## config.mk

```make
export PLATFORM = sky130hd
export DESIGN_NAME = task_queue_seq
export DESIGN_NICKNAME = d
export VERILOG_FILES = /design/src/rtl/tqs_pkg.sv /design/src/rtl/tqs_fifo.sv /design/src/rtl/tqs_ctrl.sv /design/src/rtl/tqs_irq.sv /design/src/rtl/task_queue_seq.sv
export SDC_FILE = /design/constraint.sdc
export NUM_CORES = 1
export LEC_CHECK = 0
export BUFFER_PORTS_ARGS = -buffer_cell sky130_fd_sc_hd__buf_2
export CELL_PAD_IN_SITES_DETAIL_PLACEMENT = 0
export CELL_PAD_IN_SITES_GLOBAL_PLACEMENT = 1
export CORE_UTILIZATION = 40
export DETAILED_ROUTE_END_ITERATION = 10
export PLACE_DENSITY_LB_ADDON = 0.1
export SYNTH_ARGS = -nofsm -noshare
export SYNTH_HDL_FRONTEND = slang
export SYNTH_SLANG_ARGS = --single-unit
```

## constraint.sdc

```tcl
create_clock -name clk -period 2.4 [get_ports clk]
set_input_delay 0.24 -clock clk [delete_from_list [all_inputs] [get_ports clk]]
set_output_delay 0.24 -clock clk [all_outputs]
set_load 0.01 [all_outputs]
```

## src/rtl/tqs_pkg.sv

```systemverilog
package tqs_pkg;

    typedef enum logic [1:0] {
        ST_IDLE,
        ST_START,
        ST_WAIT,
        ST_FETCH
    } seq_state_t;

    localparam int IRQ_N       = 3;
    localparam int IRQ_DRAINED = 0;
    localparam int IRQ_SLOT    = 1;
    localparam int IRQ_OVF     = 2;

    typedef struct packed {
        logic ovf;
        logic slot;
        logic drained;
    } irq_vec_t;

    function automatic logic [IRQ_N-1:0] sticky_next(
        input logic [IRQ_N-1:0] cur,
        input logic [IRQ_N-1:0] set,
        input logic             clr_v,
        input logic [IRQ_N-1:0] clr
    );
        logic [IRQ_N-1:0] kept;
        kept = clr_v ? (cur & ~clr) : cur;
        return kept | set;
    endfunction

endpackage

```

## src/rtl/tqs_fifo.sv

```systemverilog
module tqs_fifo #(
    parameter int DEPTH = 4,
    parameter int W     = 32
) (
    input  logic                       clk,
    input  logic                       rst,
    input  logic                       push,
    input  logic [W-1:0]               push_data,
    input  logic                       pop,
    output logic [W-1:0]               head,
    output logic [$clog2(DEPTH+1)-1:0] count,
    output logic                       full,
    output logic                       empty
);
    localparam int PTR_W = (DEPTH > 1) ? $clog2(DEPTH) : 1;
    localparam int CNT_W = $clog2(DEPTH+1);

    logic [W-1:0]     slots [DEPTH];
    logic [PTR_W-1:0] wr_ptr, rd_ptr;
    logic             push_ok, pop_ok;

    assign full    = (count == CNT_W'(DEPTH));
    assign empty   = (count == '0);
    assign push_ok = push && !full;
    assign pop_ok  = pop && !empty;
    assign head    = slots[rd_ptr];

    function automatic logic [PTR_W-1:0] bump(input logic [PTR_W-1:0] p);
        return (p == PTR_W'(DEPTH-1)) ? '0 : p + 1'b1;
    endfunction

    always_ff @(posedge clk) begin
        if (rst) begin
            wr_ptr <= '0;
            rd_ptr <= '0;
            count  <= '0;
        end else begin
            if (push_ok) wr_ptr <= bump(wr_ptr);
            if (pop_ok)  rd_ptr <= bump(rd_ptr);
            case ({push_ok, pop_ok})
                2'b10:   count <= count + 1'b1;
                2'b01:   count <= count - 1'b1;
                default: count <= count;
            endcase
        end
    end

    genvar gi;
    generate
        for (gi = 0; gi < DEPTH; gi++) begin : g_slot
            always_ff @(posedge clk) begin
                if (rst)
                    slots[gi] <= '0;
                else if (push_ok && wr_ptr == PTR_W'(gi))
                    slots[gi] <= push_data;
            end
        end
    endgenerate

endmodule

```

## src/rtl/tqs_ctrl.sv

```systemverilog
module tqs_ctrl
    import tqs_pkg::*;
#(
    parameter int AW       = 32,
    parameter int LINK_OFS = 4
) (
    input  logic          clk,
    input  logic          rst,
    input  logic          q_empty,
    input  logic [AW-1:0] q_head,
    output logic          pop,
    output logic          eng_start,
    output logic [AW-1:0] eng_desc,
    input  logic          eng_done,
    output logic          mem_req,
    output logic [AW-1:0] mem_addr,
    input  logic          mem_rvalid,
    input  logic [AW-1:0] mem_rdata,
    output logic          busy,
    output logic          chain_end,
    output logic [AW-1:0] cur_desc
);
    seq_state_t    state;
    logic [AW-1:0] cur;
    logic          link_zero;

    assign link_zero = (mem_rdata == '0);

    always_ff @(posedge clk) begin
        if (rst) begin
            state <= ST_IDLE;
            cur   <= '0;
        end else begin
            case (state)
                ST_IDLE: begin
                    if (!q_empty) begin
                        cur   <= q_head;
                        state <= ST_START;
                    end
                end
                ST_START: state <= ST_WAIT;
                ST_WAIT: begin
                    if (eng_done) state <= ST_FETCH;
                end
                ST_FETCH: begin
                    if (mem_rvalid) begin
                        if (link_zero) begin
                            state <= ST_IDLE;
                        end else begin
                            cur   <= mem_rdata;
                            state <= ST_START;
                        end
                    end
                end
                default: state <= ST_IDLE;
            endcase
        end
    end

    always_comb begin
        pop       = (state == ST_IDLE) && !q_empty;
        eng_start = (state == ST_START);
        eng_desc  = cur;
        mem_req   = (state == ST_FETCH);
        mem_addr  = cur + AW'(LINK_OFS);
        busy      = (state != ST_IDLE);
        chain_end = (state == ST_FETCH) && mem_rvalid && link_zero;
        cur_desc  = cur;
    end

endmodule

```

## src/rtl/tqs_irq.sv

```systemverilog
module tqs_irq
    import tqs_pkg::*;
(
    input  logic             clk,
    input  logic             rst,
    input  irq_vec_t         set_ev,
    input  logic             clr_valid,
    input  logic [IRQ_N-1:0] clr_mask,
    input  logic [IRQ_N-1:0] en,
    output logic [IRQ_N-1:0] status,
    output logic             irq
);
    always_ff @(posedge clk) begin
        if (rst) status <= '0;
        else     status <= sticky_next(status, set_ev, clr_valid, clr_mask);
    end

    assign irq = |(status & en);

endmodule

```

## src/rtl/task_queue_seq.sv

```systemverilog
module task_queue_seq
    import tqs_pkg::*;
#(
    parameter int AW       = 32,
    parameter int DEPTH    = 4,
    parameter int LINK_OFS = 4
) (
    input  logic                       clk,
    input  logic                       rst,
    input  logic                       enq_valid,
    input  logic [AW-1:0]              enq_addr,
    input  logic                       irq_clr_valid,
    input  logic [2:0]                 irq_clr_mask,
    input  logic [2:0]                 irq_en,
    output logic                       mem_req,
    output logic [AW-1:0]              mem_addr,
    input  logic                       mem_rvalid,
    input  logic [AW-1:0]              mem_rdata,
    output logic                       eng_start,
    output logic [AW-1:0]              eng_desc,
    input  logic                       eng_done,
    output logic                       irq,
    output logic [2:0]                 irq_status,
    output logic [$clog2(DEPTH+1)-1:0] fill_level,
    output logic                       busy,
    output logic [AW-1:0]              cur_desc
);
    logic          q_full, q_empty, q_pop, chain_end;
    logic [AW-1:0] q_head;
    irq_vec_t      events;

    tqs_fifo #(.DEPTH(DEPTH), .W(AW)) u_fifo (
        .clk       (clk),
        .rst       (rst),
        .push      (enq_valid),
        .push_data (enq_addr),
        .pop       (q_pop),
        .head      (q_head),
        .count     (fill_level),
        .full      (q_full),
        .empty     (q_empty)
    );

    tqs_ctrl #(.AW(AW), .LINK_OFS(LINK_OFS)) u_ctrl (
        .clk        (clk),
        .rst        (rst),
        .q_empty    (q_empty),
        .q_head     (q_head),
        .pop        (q_pop),
        .eng_start  (eng_start),
        .eng_desc   (eng_desc),
        .eng_done   (eng_done),
        .mem_req    (mem_req),
        .mem_addr   (mem_addr),
        .mem_rvalid (mem_rvalid),
        .mem_rdata  (mem_rdata),
        .busy       (busy),
        .chain_end  (chain_end),
        .cur_desc   (cur_desc)
    );

    always_comb begin
        events.drained = chain_end && q_empty;
        events.slot    = q_pop;
        events.ovf     = enq_valid && q_full;
    end

    tqs_irq u_irq (
        .clk       (clk),
        .rst       (rst),
        .set_ev    (events),
        .clr_valid (irq_clr_valid),
        .clr_mask  (irq_clr_mask),
        .en        (irq_en),
        .status    (irq_status),
        .irq       (irq)
    );

endmodule

```

==> results of run 1 <==
## cells by family (layout without fill, tap and decap cells)
family                     Yosys count  after routing  synth area share (%)
adders and majority gates           13             13                 1.938
and+or+nand+nor                    248            248                 17.92
muxes                               66             66                 7.540
xor gates and xnor gates            30             30                 2.993
DFF                                174            174                 54.28
buffers and inverters               95            254                 6.884
AOI/OAI and AO/OA                  120            120                 8.452
## worst register-to-register path, delay by kind of cell, from the launching register on
family / cells / cell delay (ns)
XOR/XNOR: 1 / 0.15
flip-flops: 1 / 0.34
AND/OR/NAND/NOR: 1 / 0.31
buffers and inverters: 3 / 0.31
adder cells (fa/ha/maj): 3 / 0.81
AO/OA/AOI/OAI: 2 / 0.26
## synthesized netlist by cell type (all sizes together), types with 6 or more instances
| master | n | area [µm²] |
|---|---|---|
| and2 | 128 | 800.8 |
| edfxtp | 128 | 3844 |
| buf | 66 | 493.0 |
| mux2i | 65 | 650.6 |
| o22ai | 64 | 400.4 |
| dfxtp | 46 | 920.9 |
| a21oi | 43 | 215.2 |
| nand3b | 29 | 217.7 |
| xnor2 | 24 | 210.2 |
| nand2 | 17 | 63.81 |
| inv | 16 | 62.56 |
| nand3 | 15 | 75.07 |
| clkbuf | 13 | 48.80 |
| ha | 12 | 150.1 |
| nor2 | 12 | 47.55 |
| nand4 | 11 | 68.82 |
| nor4 | 9 | 71.32 |
| or3 | 6 | 37.54 |
| xor2 | 6 | 52.55 |
## worst paths after layout
path	start	slack (ns)	end
setup / recovery	u_ctrl.cur_desc[3]	0.10	mem_addr[26]
hold / removal	irq_clr_mask[0]	0.09	u_irq.status[0]
setup reg to reg	u_ctrl.state[0]	0.16	u_fifo.count[2]
hold reg to reg	u_fifo.rd_ptr[1]	0.48	register
## power by group through the flow
stage / combinational (mW) / sequential, mW / clock (mW)
after floorplan: 2.38 / 4.26 / 0
after global placement: 3.59 / 4.24 / 0
after detailed placement: 3.61 / 4.28 / 0
after CTS: 3.62 / 4.22 / 2.88
after global routing: 3.94 / 4.29 / 3.00
final: 3.60 / 4.21 / 2.84
## cell type report
type | count | area share [%]
sequential | 174 | 45.93
inverter | 16 | 0.6023
tap | 275 | 3.313
clock inverter | 15 | 1.771
multi-input combinational | 477 | 32.91
clock buffer | 17 | 4.096
timing repair buffer | 206 | 11.37
## what timing repair did
item                                    CTS  global route
buffers inserted                          1             0
endpoints found under the setup margin   16             9
pin swaps                                 1             0
gates resized for setup                   1             3
## metal layers
metal	wire length, µm	part of all wire, %
met4	254	1.1
met1	10600	46
met5	0	0
met3	1072	4.7
met2	10970	48
## flip-flops by register name, summed over array words and instances (netlist names), named ones only
| signal | cells |
|---|---|
| u_fifo.slots | 128 |
| u_fifo.rd_ptr | 2 |
| u_fifo.count | 3 |
| u_fifo.wr_ptr | 2 |
| u_ctrl.cur_desc | 32 |
| u_irq.status | 3 |
| u_ctrl.state | 2 |
## per-stage QoR
step,instances,cell area (µm²)
after floorplan,746,8778
after global placement,1147,9762
after detailed placement,1147,9762
after CTS,1180,10380
after global routing,1180,10390
final,1180,10390
==> run_results.csv, run 1 <==
group,metric,value,unit
synth,seq_area_frac_synth,54.28,%
power_and_ir_drop,finalPower,10.65,mW
power_and_ir_drop,power_frac_comb,33.8,%
power_and_ir_drop,clkPwrFrac,26.7,%
global_routing,grt_pass1_vias,5994,
power_and_ir_drop,switching_power,3.801,mW
global_routing,met3_usage,3.424,%
synth,ys_ff_latch,174,
power_and_ir_drop,seqPwrFrac,39.5,%
global_routing,grt_use_total,20.57,%
timing,setup_tns,0,ns
synth,ys_types,44,
setup_path,cp_max_fo,10,
global_routing,grt_overflow,0,
flow_run,drv_cap,0,
synth,syn_area,0.008778,mm²
status,outcome,"finished clean",
floorplan,core_area,0.02129,mm²
floorplan,ios,182,
synth,synth_fp_nets,835,
setup_path,critical_path_buf_inv_count,2,
timing,finClkSkew,0.01102,ns
power_and_ir_drop,powerDensity,1026,mW/mm²
timing,worstMarginPinSlew,0.8108,ns
power_and_ir_drop,peakVddDrop,0.0006226,V
synth,synthCells,746,
route,vias,6243,
finish,mostFrequentLayoutCells,"buf_2, and2_1, edfxtp_1, mux2i_1, o22ai_1",
setup_path,cp_top_family,"simple AND/OR/NAND/NOR gates",
floorplan,die_h,150.1,µm
global_routing,grt_start_max_net_pins,43,
cts,cts_tree,"built",
timing,post-route-period-util,95.81,%
placement,place_ws,0.1371,ns
setup_path,worstPathRequired,2.16,ns
placement,place_congestion,0.8635,
finish,seq_area,0.004771,mm²
setup_path,crit_arrival,2.06,ns
setup_path,cp-start-kind,"register",
finish,fill_cells,1947,
setup_path,endpoint_kind,"output pin",
global_routing,grt_use_met1,27.44,%
synth,synth_edf_count,128,
finish,n_antenna_cell,0,
timing,slew-limit-headroom,45.95,%
timing,setup_viol,0,
route,drc_errors,0,
floorplan,die_area,0.02254,mm²
floorplan,initial_core_util,41.24,%
setup_path,reg2regPathDepth,10,
placement,port_buffers,181,
synth,synthArstFlopShare,0,%
timing,fin_ws,0.1005,ns
route,wirelength,22900,µm
global_routing,grt_first_pass_wirelength,34340,µm
setup_path,crit_chain,"ha_2 > nand4_1 > nor3_2 > buf_4 > nand4b_1 > xnor2_1 > buf_2",
route,postRouteAntennaNets,0,
route,wl_per_cell,19.41,µm
setup_path,crit_slowest_cell,"dfxtp_2",
timing,drv_slew,0,
finish,final_common_cell,"buf_2",
global_routing,antenna_found_initial,0,
finish,multi_input_area,0.003418,mm²
cts,cts_made_buffers,17,
timing,rsz0062_at_grt,"false",
cts,ctsHoldBuffers,0,
setup_path,cpPeakStageDelay,0.40,ns
floorplan,die_w,150.1,µm
synth,synth_warnings,0,
global_routing,use_met2,34.63,%
min_path,hp-class,"in -> reg",
synth,avgSynthCellArea,11.77,µm²
placement,hpwlAfterDp,15320,µm
power_and_ir_drop,p_leak,4.148,nW
synth,ys.flop_type,"edfxtp_1",
setup_path,crit_type,"reg -> out",
cts,h-tree-depth,4,
global_routing,busiest_layer,"met2",
min_path,worstHoldPathCells,4,
cts,cts.sinks,174,
finish,drive_gt1_share,28.40,%
finish,fin_util,48.79,%
finish,area_growth_syn_to_layout,18.32,%
setup_path,cp_num_cells,7,
timing,finalHoldViolations,0,
cts,clkTransAtPathRegs,0.07,ns
route,viasPerCell,5.291,
cts,cts_max_path_buffers,2,
finish,nets,981,
cts,clockRootBuffer,"clkbuf_16",
route,drt-initial-drc-count,345,
route,drt-pass1-iter-count,4,
timing,max_freq,0.4349,GHz
timing,holdWs,0.08506,ns
cts,insertion_delay,0.43,ns
power_and_ir_drop,p_int,6.853,mW
power_and_ir_drop,switching_share,35.68,%
timing,fin_crit,2.300,ns
floorplan,rows,53,
No activity file was read; power rests on OpenSTA's default activity.
==> inputs of run 2 (changes only) <==
Settings changed: ABC_AREA set to 1, CORE_MARGIN set to 5.
==> run 2 against run 1 <==
Against the previous run: first-iteration DRC count increased by 3.2%; sequential power rose by 5%; sequential share of layout area shrank 1.9 points; clock power fell by 7.0%; combinational power up 43%; die area grew 16%; cell area is 4.7% higher; clock skew down 0.0011 ns; highest routed layer unchanged.
==> run_results.csv, run 2 <==
group,metric,value,unit
finish,n_antenna_cell,0,
synth,synth_xor_xnor_area_share,2.476,%
min_path,worstHoldPathCells,4,
route,drt-pass1-iter-count,5,
placement,place_congestion,0.8971,
power_and_ir_drop,p_int,7.187,mW
synth,synth_edf_count,128,
finish,top_register,"u_fifo.slots",
synth,seq_area_frac_synth,51.80,%
timing,fin_crit,2.271,ns
finish,fill_cells,2277,
route,viasPerCell,4.854,
synth,ys_ff_latch,174,
synth,synthArstFlopShare,0,%
timing,finClkSkew,0.009920,ns
timing,setup_viol,0,
timing,rsz0062_at_grt,"true",
setup_path,crit_chain,"nand2_1 > nor3_4 > nor3b_1 > nand4_1 > xnor2_1 > buf_2",
global_routing,grt_use_total,18.41,%
cts,cts_made_buffers,17,
synth,synth-compound-area-share,9.276,%
floorplan,die_w,161.6,µm
setup_path,cpPeakStageDelay,0.41,ns
timing,holdWs,0.06664,ns
synth,yosysTopAreaCell,"edfxtp_1",
placement,placed_area,0.01025,mm²
cts,clockRootBuffer,"clkbuf_16",
setup_path,crit_arrival,2.03,ns
timing,post-route-period-util,94.64,%
timing,max_freq,0.4402,GHz
power_and_ir_drop,peakVddDrop,0.0006389,V
cts,insertion_delay,0.43,ns
synth,synth_common_cells,"nor2_1, nand2_1, inv_1",
floorplan,die_area,0.02613,mm²
finish,nets,1282,
finish,fin_cells,1490,
setup_path,crit_slowest_cell,"dfxtp_2",
route,wl_per_cell,16.34,µm
finish,area_growth_syn_to_layout,18.19,%
setup_path,worstPathRequired,2.16,ns
cts,cts_max_path_buffers,2,
power_and_ir_drop,power_frac_comb,42.3,%
timing,fin_ws,0.1286,ns
setup_path,rr_endpoint,"u_fifo.count[2]",
synth,ys_types,33,
placement,port_buffers,181,
floorplan,rows,55,
min_path,min_to,"u_irq.status[1]",
power_and_ir_drop,clkPwrFrac,21.7,%
global_routing,grt_start_max_net_pins,65,
synth,syn_area,0.009199,mm²
floorplan,ios,182,
synth,synth_fp_nets,1144,
route,drc_errors,0,
synth,netlist.area_leader.share,41.78,%
finish,largest_reg_flops,128,
power_and_ir_drop,finalPower,12.19,mW
route,drt-initial-drc-count,356,
power_and_ir_drop,powerDensity,1121,mW/mm²
synth,synthCells,1055,
finish,mostFrequentLayoutCells,"nor2_1, buf_2, nand2_1, inv_1, edfxtp_1",
floorplan,die_h,161.6,µm
cts,clkTransAtPathRegs,0.07,ns
route,wirelength,24340,µm
finish,seq_area,0.004783,mm²
timing,slew-limit-headroom,55.96,%
global_routing,grt_overflow,0,
cts,h-tree-depth,4,
min_path,hp-class,"in -> reg",
placement,place_ws,0.2441,ns
finish,final_common_cell,"nor2_1",
synth,synthMuxAreaShare,3.482,%
global_routing,grt_first_pass_wirelength,37520,µm
setup_path,r2r_start,"u_ctrl.state[1]",
finish,multi_input_area,0.003461,mm²
finish,design_area,0.01087,mm²
timing,worstMarginPinSlew,0.6607,ns
power_and_ir_drop,p_leak,4.903,nW
power_and_ir_drop,switching_share,41.04,%
floorplan,core_area,0.02264,mm²
min_path,hold_start,"irq_clr_mask[1]",
timing,setup_tns,0,ns
synth,synthAdderAreaFrac,1.850,%
timing,drv_slew,0,
route,postRouteAntennaNets,0,
route,vias,7232,
placement,hpwlAfterDp,16760,µm
global_routing,grt_pass1_vias,6812,
setup_path,reg2reg_setup_slack,0.22,ns
cts,cts_tree,"built",
setup_path,crit_type,"reg -> out",
status,outcome,"finished clean",
synth,avgSynthCellArea,8.719,µm²
setup_path,cp-start-kind,"register",
finish,fin_util,48.02,%
setup_path,cp_max_fo,8,
setup_path,endpoint_kind,"output pin",
synth,synth_warnings,0,
power_and_ir_drop,switching_power,5.003,mW
timing,finalHoldViolations,0,
finish,drive_gt1_share,22.99,%
synth,synth_area_leaders,"edfxtp_1, dfxtp_1, nor2_1",
floorplan,initial_core_util,40.63,%
flow_run,drv_cap,0,
placement,post-place-cells,1457,
power_and_ir_drop,seqPwrFrac,36.1,%
synth,yosys.cell_count.top_type,"nor2_1",
synth,yosys.area_share.simple,20.13,%
setup_path,reg2regPathDepth,11,
synth,synth_top_family_by_area,"simple AND/OR/NAND/NOR gates",
synth,ys.flop_type,"edfxtp_1",
global_routing,antenna_found_initial,0,
cts,cts.sinks,174,
## run 2: cell count changes after synthesis, sizes merged, moves of 41 or more
| cell | change |
|---|---|
| and2 | -128 |
| nor2 | +193 |
| inv | +118 |
| o21ai | +41 |
| o22ai | -64 |
| nand2 | +140 |
## run 2: worst max path at each step
stage,from,endpoint,cells after the start
floorplan,u_fifo.count[2],u_fifo.slots[3][0],5
global placement,u_ctrl.state[0],u_fifo.count[2],11
detailed placement,u_ctrl.state[1],u_fifo.count[2],11
CTS,u_ctrl.cur_desc[2],mem_addr[28],8
global route,u_ctrl.cur_desc[3],mem_addr[23],8
finish,u_ctrl.cur_desc[7],mem_addr[27],6
## run 2: final cells by class
type	count	area share [%]
Inverter	134	4.627
Clock inverter	14	1.220
Multi-Input combinational cell	660	31.83
Tap cell	285	3.280
Clock buffer	17	3.913
Timing Repair Buffer	206	11.13
Sequential cell	174	44.00
## run 2: timing repair
item | CTS | global route
pin swaps | 1 | 6
buffers inserted | 0 | 2
hold buffers | 0 | 0
setup endpoints to repair | 5 | 12
cloned | 0 | 0
gates resized for setup | 8 | 13
## run 2: layer usage
layer	wire, µm	vias to the layer above	part of all wire, %	global-route usage (%)
met5	0	-	0	0
met1	11480	3317	47	25.63
met2	11280	195	46	29.98
met4	250	0	1.0	4.383
met3	1336	17	5.5	3.470
li1	-	3703	-	-
## run 2: power by group through the flow
stage,Clock (mW),Combinational [mW],Sequential [mW]
after floorplan,0,3.70,4.32
after global placement,0,5.16,4.43
after detailed placement,0,5.17,4.45
after CTS,2.71,5.19,4.39
after global routing,2.84,5.80,4.49
final,2.64,5.15,4.40
## run 2: worst max-delay path, delay by kind of cell, from the launching register on
kind / cells / cell delay [ns]
and+or+nand+nor: 4 / 0.88
DFF: 1 / 0.41
xor gates and xnor gates: 1 / 0.17
buffers and inverters: 1 / 0.15
## run 2: logic make-up (layout without fill, tap and decap cells)
group           Yosys count  in the layout
buf+inv                 221            371
mux                      32             32
compound gates          152            152
flops                   174            174
xor+xnor                 26             26
simple gates            437            437
fa+ha+maj                13             13
==> inputs of run 3 (changes only) <==
Settings changed: BUFFER_PORTS_ARGS -buffer_cell sky130_fd_sc_hd__buf_2 to unset, DONT_BUFFER_PORTS set to 1.
==> run 3 against run 2 <==
Against the previous run: via count fell by 8.3%; sequential power is essentially flat; clock power increased by 2%; largest power group unchanged; critical path type unchanged; highest routed layer is now met5.
==> run_results.csv, run 3 (synthesized netlist as in run 2, its figures left out) <==
group,metric,value,unit
min_path,hp-class,"in -> reg",
timing,max_freq,0.4430,GHz
cts,clkTransAtPathRegs,0.07,ns
route,drt-initial-drc-count,377,
timing,post-route-period-util,94.05,%
cts,cts_max_path_buffers,2,
power_and_ir_drop,switching_power,4.989,mW
global_routing,antenna_found_initial,1,
timing,finClkSkew,0.01355,ns
timing,worstMarginPinSlew,0.6270,ns
cts,insertion_delay,0.43,ns
setup_path,crit_type,"reg -> out",
placement,placed_area,0.009470,mm²
finish,area_growth_syn_to_layout,10.83,%
power_and_ir_drop,powerDensity,1160,mW/mm²
cts,cts.sinks,174,
placement,hpwlAfterDp,16480,µm
power_and_ir_drop,power_frac_comb,40.3,%
route,wirelength,23950,µm
power_and_ir_drop,clkPwrFrac,22.6,%
timing,fin_crit,2.257,ns
global_routing,grt_start_max_net_pins,65,
cts,cts_tree,"built",
power_and_ir_drop,p_leak,4.247,nW
floorplan,ios,182,
finish,largest_reg_flops,128,
timing,slew-limit-headroom,58.20,%
power_and_ir_drop,switching_share,42.17,%
finish,n_antenna_cell,0,
floorplan,core_area,0.02264,mm²
floorplan,initial_core_util,40.63,%
route,vias,6631,
floorplan,die_h,161.6,µm
route,drt-pass1-iter-count,4,
cts,clockRootBuffer,"clkbuf_16",
placement,place_ws,0.1627,ns
finish,nets,1129,
finish,drive_gt1_share,11.02,%
power_and_ir_drop,peakVddDrop,0.0004545,V
placement,port_buffers,0,
power_and_ir_drop,seqPwrFrac,37.0,%
timing,rsz0062_at_grt,"true",
placement,place_congestion,0.8147,
cts,h-tree-depth,4,
global_routing,grt_pass1_vias,6317,
route,wl_per_cell,17.90,µm
timing,finalHoldViolations,0,
global_routing,grt_use_total,18.20,%
power_and_ir_drop,p_int,6.842,mW
timing,drv_slew,0,
route,viasPerCell,4.956,
setup_path,crit_arrival,2.02,ns
cts,cts_made_buffers,17,
finish,top_register,"u_fifo.slots",
route,drc_errors,0,
timing,fin_ws,0.1429,ns
setup_path,endpoint_kind,"output pin",
route,postRouteAntennaNets,0,
global_routing,grt_first_pass_wirelength,36700,µm
finish,final_common_cell,"nor2_1",
flow_run,drv_cap,0,
setup_path,cp_max_fo,6,
status,outcome,"finished clean",
floorplan,die_w,161.6,µm
setup_path,worstPathRequired,2.16,ns
floorplan,die_area,0.02613,mm²
global_routing,grt_overflow,0,
timing,setup_viol,0,
finish,mostFrequentLayoutCells,"nor2_1, nand2_1, inv_1, edfxtp_1, a21oi_1",
setup_path,cp-start-kind,"register",
finish,design_area,0.01019,mm²
floorplan,rows,55,
==> run 3: cell count changes in the layout (fill, tap and decap cells not counted), moves of 3 or more <==
cell | previous run | this run
dlygate4sd3_1 | 0 | 7
nor2_2 | 1 | 5
inv_8 | 2 | 5
clkinv_2 | 3 | 0
dfxtp_1 | 33 | 41
buf_4 | 15 | 40
xnor2_2 | 0 | 5
dfxtp_2 | 12 | 4
buf_12 | 9 | 6
buf_2 | 181 | 0
xnor2_1 | 11 | 6
==> run 3: worst paths after layout <==
check | from | to | slack, ns | cells after the start
min | rst | u_fifo.wr_ptr[1] | 0.06 | 3
max reg2reg | u_ctrl.state[0] | u_fifo.count[2] | 0.21 | 11
min reg2reg | u_fifo.wr_ptr[0] | u_fifo.wr_ptr[0] | 0.51 | 2
max | u_ctrl.cur_desc[2] | mem_addr[28] | 0.14 | 8
==> run 3: power by group through the flow <==
| stage | Sequential (mW) | Combinational [mW] | Clock (mW) |
|---|---|---|---|
| floorplan | 4.32 | 3.70 | 0 |
| global placement | 4.43 | 4.79 | 0 |
| detailed placement | 4.44 | 4.80 | 0 |
| CTS | 4.38 | 4.83 | 2.73 |
| global route | 4.47 | 5.43 | 2.85 |
| finish | 4.38 | 4.77 | 2.68 |
==> run 3: worst max-delay path: stages, from the launching register on <==
cell and delay [ns]:
dfxtp_1 0.34, ha_1 0.21, inv_1 0.08, nor2_2 0.16, nand2_2 0.10, nor3_4 0.16, buf_4 0.18, nand3_2 0.12
xnor2_2 0.24
==> run 3: layer usage <==
layer / vias to the layer above / wire [µm] / share of wire [%] / track usage (%)
li1: 3392 / - / - / -
met2: 195 / 11400 / 48 / 30.19
met3: 20 / 1539 / 6.4 / 4.721
met4: 2 / 243 / 1.0 / 4.152
met1: 3022 / 10750 / 45 / 24.11
met5: - / 13 / 0.054 / 0
==> run 3: through the flow <==
step | power [mW] | util [%] | hold WS [ns] | setup TNS [ns] | instances
2_1_floorplan | 8.018 | - | 0.3091 | 0 | 1055
3_3_place_gp | 9.218 | 41.83 | 0.3106 | 0 | 1298
3_5_place_dp | 9.241 | 41.83 | 0.3126 | 0 | 1298
4_1_cts | 11.94 | 44.75 | 0.04514 | 0 | 1337
5_1_grt | 12.75 | 45.03 | 0.06009 | -0.005926 | 1338
6_report | 11.83 | 45.03 | 0.06255 | 0 | 1338
==> run 3: layout make-up <==
| cell class | count | area (µm²) |
|---|---|---|
| Tap cell | 285 | 356.6 |
| Timing Repair Buffer | 53 | 490.5 |
| Sequential cell | 174 | 4773 |
| Multi-Input combinational cell | 660 | 3496 |
| Inverter | 134 | 503.0 |
| Fill cell | 2252 | 12450 |
| Clock inverter | 14 | 146.4 |
| Clock buffer | 18 | 429.2 |
==> run 3: timing repair <==
item,CTS,global route
cloned,0,0
buffers inserted,0,1
hold buffers,7,0
endpoints found under the setup margin,3,14
hold endpoints to repair,5,0
gates resized for setup,3,14
pin swaps,0,5
